### src/rtl/cdp_pkg.sv
package cdp_pkg;

  localparam int MODE_W = 32;
  localparam int STEP_W = 8;

  typedef enum logic [1:0] {SRC_BLOCK = 2'd0, SRC_RAND = 2'd1, SRC_PREV_OUT = 2'd2, SRC_COUNTER = 2'd3} in_src_e;
  typedef enum logic [1:0] {XP_NONE = 2'd0, XP_BOTH = 2'd1, XP_PRE = 2'd2, XP_POST = 2'd3} xor_pos_e;
  typedef enum logic [1:0] {VS_BLOCK = 2'd0, VS_TWEAK = 2'd1, VS_CHAIN = 2'd2, VS_PREV_IN = 2'd3} vec_src_e;
  typedef enum logic [1:0] {IVS_KEEP0 = 2'd0, IVS_KEEP = 2'd1, IVS_REG = 2'd2, IVS_RAND = 2'd3} iv_src_e;
  typedef enum logic [1:0] {ST_IDLE, ST_REQ, ST_WAIT, ST_OUT} state_e;

  typedef struct packed {
    logic [STEP_W-1:0] step;
    logic              enc;
    iv_src_e           iv_src;
    vec_src_e          vec_src;
    in_src_e           in_src;
    xor_pos_e          xpos;
    logic              mac;
  } mode_t;

  function automatic mode_t decode_mode(input logic [MODE_W-1:0] w);
    mode_t m;
    m.mac     = w[0];
    m.xpos    = xor_pos_e'(w[2:1]);
    m.in_src  = in_src_e'(w[4:3]);
    m.vec_src = vec_src_e'(w[6:5]);
    m.iv_src  = iv_src_e'(w[8:7]);
    m.enc     = w[9];
    m.step    = w[18:11];
    return m;
  endfunction

endpackage

### src/rtl/cdp_lfsr.sv
module cdp_lfsr #(
  parameter int W = 128,
  parameter int TAP_A = 125,
  parameter int TAP_B = 100,
  parameter int TAP_C = 98,
  parameter logic [W-1:0] SEED = {W{1'b1}}
) (
  input  logic         clk,
  input  logic         rst,
  output logic [W-1:0] value
);
  logic fb;
  assign fb = value[W-1] ^ value[TAP_A] ^ value[TAP_B] ^ value[TAP_C];

  always_ff @(posedge clk) begin
    if (rst) value <= SEED;
    else     value <= {value[W-2:0], fb};
  end
endmodule

### src/rtl/cdp_front.sv
module cdp_front
  import cdp_pkg::*;
#(
  parameter int BLK_W = 128
) (
  input  in_src_e          in_src,
  input  xor_pos_e         xpos,
  input  vec_src_e         vec_src,
  input  iv_src_e          iv_src,
  input  logic             first,
  input  logic [BLK_W-1:0] blk,
  input  logic [BLK_W-1:0] tweak,
  input  logic [BLK_W-1:0] rnd,
  input  logic [BLK_W-1:0] vec_reg,
  input  logic [BLK_W-1:0] ctr_reg,
  input  logic [BLK_W-1:0] iv_reg,
  input  logic [BLK_W-1:0] prev_out,
  output logic [BLK_W-1:0] vec_cur,
  output logic [BLK_W-1:0] ctr_cur,
  output logic [BLK_W-1:0] xvec,
  output logic [BLK_W-1:0] pre
);
  logic [BLK_W-1:0] base;

  always_comb begin
    vec_cur = vec_reg;
    ctr_cur = ctr_reg;
    if (first) begin
      case (iv_src)
        IVS_REG:  begin vec_cur = iv_reg; ctr_cur = iv_reg; end
        IVS_RAND: begin vec_cur = rnd;    ctr_cur = rnd;    end
        default:  ;
      endcase
    end
  end

  always_comb begin
    case (vec_src)
      VS_BLOCK: xvec = blk;
      VS_TWEAK: xvec = tweak;
      default:  xvec = vec_cur;
    endcase
  end

  always_comb begin
    case (in_src)
      SRC_BLOCK:    base = blk;
      SRC_RAND:     base = rnd;
      SRC_PREV_OUT: base = prev_out;
      default:      base = ctr_cur;
    endcase
  end

  assign pre = (xpos == XP_BOTH || xpos == XP_PRE) ? (base ^ xvec) : base;
endmodule

### src/rtl/cdp_back.sv
module cdp_back
  import cdp_pkg::*;
#(
  parameter int BLK_W = 128
) (
  input  xor_pos_e          xpos,
  input  vec_src_e          vec_src,
  input  logic [STEP_W-1:0] step,
  input  logic [BLK_W-1:0]  core_out,
  input  logic [BLK_W-1:0]  xvec,
  input  logic [BLK_W-1:0]  blk,
  input  logic [BLK_W-1:0]  ctr_cur,
  output logic [BLK_W-1:0]  result,
  output logic [BLK_W-1:0]  vec_next,
  output logic [BLK_W-1:0]  ctr_next
);
  assign result   = (xpos == XP_BOTH || xpos == XP_POST) ? (core_out ^ xvec) : core_out;
  assign vec_next = (vec_src == VS_PREV_IN) ? blk : core_out;
  assign ctr_next = ctr_cur + BLK_W'(step);
endmodule

### src/rtl/chain_datapath.sv
module chain_datapath
  import cdp_pkg::*;
#(
  parameter int BLK_W = 128
) (
  input  logic              clk,
  input  logic              rst,
  input  logic [MODE_W-1:0] mode_word,
  input  logic              iv_load,
  input  logic [BLK_W-1:0]  iv_value,
  input  logic [BLK_W-1:0]  tweak,
  input  logic              in_valid,
  output logic              in_ready,
  input  logic [BLK_W-1:0]  in_data,
  input  logic              in_last,
  output logic              out_valid,
  input  logic              out_ready,
  output logic [BLK_W-1:0]  out_data,
  output logic              out_last,
  output logic              core_req_valid,
  input  logic              core_req_ready,
  output logic [BLK_W-1:0]  core_req_data,
  output logic              core_req_enc,
  input  logic              core_rsp_valid,
  input  logic [BLK_W-1:0]  core_rsp_data
);
  state_e           state;
  mode_t            mode_live, mode_q;
  logic             first_q, last_q;
  logic [BLK_W-1:0] blk_q, xvec_q, vec_reg, ctr_reg, iv_reg, prev_out, rnd;
  logic [BLK_W-1:0] vec_cur, ctr_cur, xvec, pre, result, vec_next, ctr_next;
  logic             mac_q;
  logic             unused_bits;

  assign mode_live   = decode_mode(mode_word);
  assign mac_q       = mode_q.mac;
  assign unused_bits = ^{mode_word[31:19], mode_word[10], mode_q.in_src, mode_q.iv_src};

  cdp_lfsr #(.W(BLK_W)) u_rand (.clk(clk), .rst(rst), .value(rnd));

  cdp_front #(.BLK_W(BLK_W)) u_front (
    .in_src(mode_live.in_src), .xpos(mode_live.xpos), .vec_src(mode_live.vec_src),
    .iv_src(mode_live.iv_src), .first(first_q), .blk(in_data), .tweak(tweak), .rnd(rnd),
    .vec_reg(vec_reg), .ctr_reg(ctr_reg), .iv_reg(iv_reg), .prev_out(prev_out),
    .vec_cur(vec_cur), .ctr_cur(ctr_cur), .xvec(xvec), .pre(pre)
  );

  cdp_back #(.BLK_W(BLK_W)) u_back (
    .xpos(mode_q.xpos), .vec_src(mode_q.vec_src), .step(mode_q.step),
    .core_out(core_rsp_data), .xvec(xvec_q), .blk(blk_q), .ctr_cur(ctr_reg),
    .result(result), .vec_next(vec_next), .ctr_next(ctr_next)
  );

  assign in_ready       = (state == ST_IDLE);
  assign core_req_valid = (state == ST_REQ);
  assign out_valid      = (state == ST_OUT);
  assign core_req_enc   = mode_q.enc;

  always_ff @(posedge clk) begin
    if (rst) begin
      state         <= ST_IDLE;
      mode_q        <= '0;
      first_q       <= 1'b1;
      last_q        <= 1'b0;
      blk_q         <= '0;
      xvec_q        <= '0;
      vec_reg       <= '0;
      ctr_reg       <= '0;
      iv_reg        <= '0;
      prev_out      <= '0;
      core_req_data <= '0;
      out_data      <= '0;
      out_last      <= 1'b0;
    end else begin
      if (iv_load) iv_reg <= iv_value;
      case (state)
        ST_IDLE: if (in_valid) begin
          mode_q        <= mode_live;
          blk_q         <= in_data;
          last_q        <= in_last;
          xvec_q        <= xvec;
          vec_reg       <= vec_cur;
          ctr_reg       <= ctr_cur;
          core_req_data <= pre;
          state         <= ST_REQ;
        end
        ST_REQ: if (core_req_ready) state <= ST_WAIT;
        ST_WAIT: if (core_rsp_valid) begin
          vec_reg  <= vec_next;
          ctr_reg  <= ctr_next;
          prev_out <= core_rsp_data;
          first_q  <= last_q;
          out_data <= result;
          out_last <= last_q;
          state    <= (!mode_q.mac || last_q) ? ST_OUT : ST_IDLE;
        end
        default: if (out_ready) state <= ST_IDLE;
      endcase
    end
  end
endmodule

### config.mk
export PLATFORM = sky130hd
export DESIGN_NAME = chain_datapath
export DESIGN_NICKNAME = d
export VERILOG_FILES = /design/src/rtl/cdp_pkg.sv /design/src/rtl/cdp_lfsr.sv /design/src/rtl/cdp_front.sv /design/src/rtl/cdp_back.sv /design/src/rtl/chain_datapath.sv
export SDC_FILE = /design/constraint.sdc
export NUM_CORES = 2
export LEC_CHECK = 0
export BUFFER_PORTS_ARGS = -buffer_cell sky130_fd_sc_hd__buf_2
export CAP_MARGIN = 25
export CORE_MARGIN = 2
export CORE_UTILIZATION = 55
export DETAILED_ROUTE_END_ITERATION = 10
export GPL_TIMING_DRIVEN = 1
export PLACE_DENSITY = 0.83
export RECOVER_POWER = 50
export SYNTH_ARGS = -nofsm -noshare
export SYNTH_HDL_FRONTEND = slang
export SYNTH_HIERARCHICAL = 1
export SYNTH_SLANG_ARGS = --single-unit
### constraint.sdc
create_clock -name clk -period 3.01 [get_ports clk]
set_input_delay 0.301 -clock clk [delete_from_list [all_inputs] [get_ports clk]]
set_output_delay 0.301 -clock clk [all_outputs]
set_load 0.005 [all_outputs]
==> impl_results.rst <==
.. list-table::
   :header-rows: 1

   * - Metric
     - Value
   * - Power per cell area
     - 781 nW/um2
   * - Max Buffers Root-to-Sink
     - 3
   * - DIE AREA
     - 113,000 um2
   * - Status
     - finished with violations
   * - Weighted congestion reported at the end of routability-driven placement
     - 0.932
   * - Crit Path Category
     - in2reg
   * - Placeable Area
     - 109,000 um2
   * - Post-route worst setup slack
     - 0.0151 ns
   * - CTS H-tree depth
     - 3
   * - Synthesized netlist net count
     - 7,784
   * - Cell row count
     - 121
   * - Post-route minimum period
     - 2.99 ns
   * - Starting density of the core
     - 55.6%
   * - Portion of the clock cycle consumed by the worst path in the final layout
     - 99.5%
   * - # fillers
     - 7,909
   * - Largest net degree at the start of global routing
     - 148
   * - Crit path launch
     - rst
   * - Largest clock skew in the final design
     - 0.0392 ns
   * - DR vias
     - 63,300
   * - Post-Place Worst Slack
     - -0.160 ns
   * - Number of vias per cell after detailed routing
     - 6.51
   * - Pre-Repair DR Iteration Count
     - 11
   * - Number of pins with negative max-slew slack in the final report
     - 111
   * - Ys Warns
     - 6
   * - Via count of the first global-routing pass
     - 61,700
   * - Top Layer Used
     - met5
   * - Clk pin slew, worst setup/hold paths
     - 0.07 ns
   * - CTS tree
     - yes
   * - Leakage power summed over all cells
     - 28.9 nW
   * - Buffer type at the clock tree root
     - sky130_fd_sc_hd__clkbuf_16
   * - Source-to-sink clock delay at the later pin of the worst-skew pair
     - 0.76 ns
   * - Post-detailed-placement half-perimeter wirelength
     - 148,000 um
   * - CTS Sinks
     - 1,170
   * - Slew HR
     - -7.52%
   * - Avg WL per Cell
     - 25.1 um
   * - Post-route met1 wirelength
     - 86,800 um
   * - Overall fraction of global-route tracks in use
     - 41.4%
   * - Number of setup violations in the final report
     - 0
   * - Share of post-route cells with drive strength above 1
     - 16.8%
   * - Maximum fanout encountered on the critical timing path
     - 75
   * - Detailed Route WL
     - 244,000 um
   * - Required @ worst endpoint
     - 3.55 ns
   * - Worst hold slack
     - 0.0884 ns
   * - Critical Path Sink Type
     - register
   * - Hold Path Class
     - in2reg
   * - Die outline height
     - 336 um
   * - Met2 WL
     - 107,000 um
   * - RSZ-0062 raised after global routing
     - true
   * - Post-Synthesis Mean Instance Area
     - 8.39 um2
   * - Data arrival, critical path
     - 3.54 ns
   * - Top-level I/O count
     - 813
   * - Slew of the pin with the lowest slew margin
     - 1.61 ns
   * - Met3 routed WL
     - 29,800 um
   * - Element type at the critical path start
     - input port
   * - Number of hold violations in the final report
     - 0
   * - Antenna violations before repair
     - 19
   * - Number of buffers created by CTS
     - 120
   * - DRC errors left
     - 2
   * - Buffers added on ports
     - 798
   * - Count of nets left with antenna violations after detail routing
     - 0
   * - Drt first-iter violations
     - 9,984
   * - Number of standard cells after synthesis
     - 7,216
   * - First-pass GRT wire length
     - 362,000 um
   * - GRT overflow
     - 0
   * - Area of the mapped netlist
     - 60,600 um2
   * - Number of maximum-capacitance violations
     - 2
   * - Maximum VDD drop
     - 0.626 mV
   * - Die boundary width
     - 336 um
   * - Start point of the worst hold path
     - tweak[1]
   * - Timing-limited maximum frequency
     - 0.334 GHz
   * - Layout area overhead
     - 23.2%
   * - Final #Nets
     - 8,772
   * - Violated checks
     - design-rule violations, max-capacitance violations, max-slew violations
   * - R2r startpoint
     - ctr_reg[0]
[path summary, 6_finish.rpt]
check                endpoint  slack, ns  depth (start not counted)
max reg2reg      ctr_reg[104]       0.08                         12
max               vec_reg[82]       0.02                          4
min reg2reg  u_rand/value[53]       0.45                          1
min                 xvec_q[1]       0.09                          5
[critical path: stages]
cell and delay [ns]:
sky130_fd_sc_hd__dlygate4sd3_1 0.52, sky130_fd_sc_hd__clkbuf_2 1.07, sky130_fd_sc_hd__clkbuf_2 1.36, sky130_fd_sc_hd__a211oi_1 0.18
[through the flow]
stage	power, W	area (um2)	utilization (%)	TNS [ns]	cells
finish	0.0583	74600	68.5	0	9730
global route	0.0607	74600	68.5	-0.185	9722
CTS	0.0570	74700	68.6	-0.0583	9703
detailed placement	0.0412	66600	61.1	-1.59	9078
global placement	0.0405	66600	61.1	-0.573	9078
floorplan	0.0347	60600	-	0	7216
[report_power, final]
| group | switching [W] | internal (W) |
|---|---|---|
| sequential | 0.00301 | 0.0188 |
| clock | 0.00676 | 0.00889 |
| combinational | 0.0128 | 0.00809 |
| total | 0.0225 | 0.0358 |
[routing by layer]
layer	track usage, %	up-vias
met5	0.511	-
met4	29.3	14
met3	12.6	1543
met2	63.4	5160
met1	49.5	29600
li1	-	27000
[area by class of cell]
class                   count  area (um2)  share of cell area, %
multi-input cells        5423       34600                   46.4
diodes                     15        37.5                 0.0503
flip-flops and latches   1170       23400                   31.4
repair buffers           1473       10700                   14.3
clock buffers             178        3540                   4.75
clock inverters            41         504                  0.676
inverters                  16        65.1                 0.0872
well taps                1414        1770                   2.37
[repair_timing]
action	4_1_cts	5_1_grt
hold endpoints to repair	527	0
pin swaps	1	18
resized for setup	8	40
buffers inserted	0	9
gates cloned	0	1
hold buffers	406	0
setup endpoints to repair	29	66
[cell usage in the layout (no fill, tap or decap), drive strengths merged, types with 22 or more instances in the layout]
master / n
nand2: 1622
dfxtp: 1170
a21oi: 1048
buf: 863
mux2i: 641
nor2: 552
dlygate4sd3: 406
clkbuf: 382
xnor2: 346
a211oi: 259
or2: 132
nor2b: 131
mux2: 129
a222oi: 128
mux4: 128
nand3: 62
nand4: 55
xor2: 40
nor3: 28
clkinv: 26
nor4: 22
Note: power is estimated with default switching activity, not from simulation.
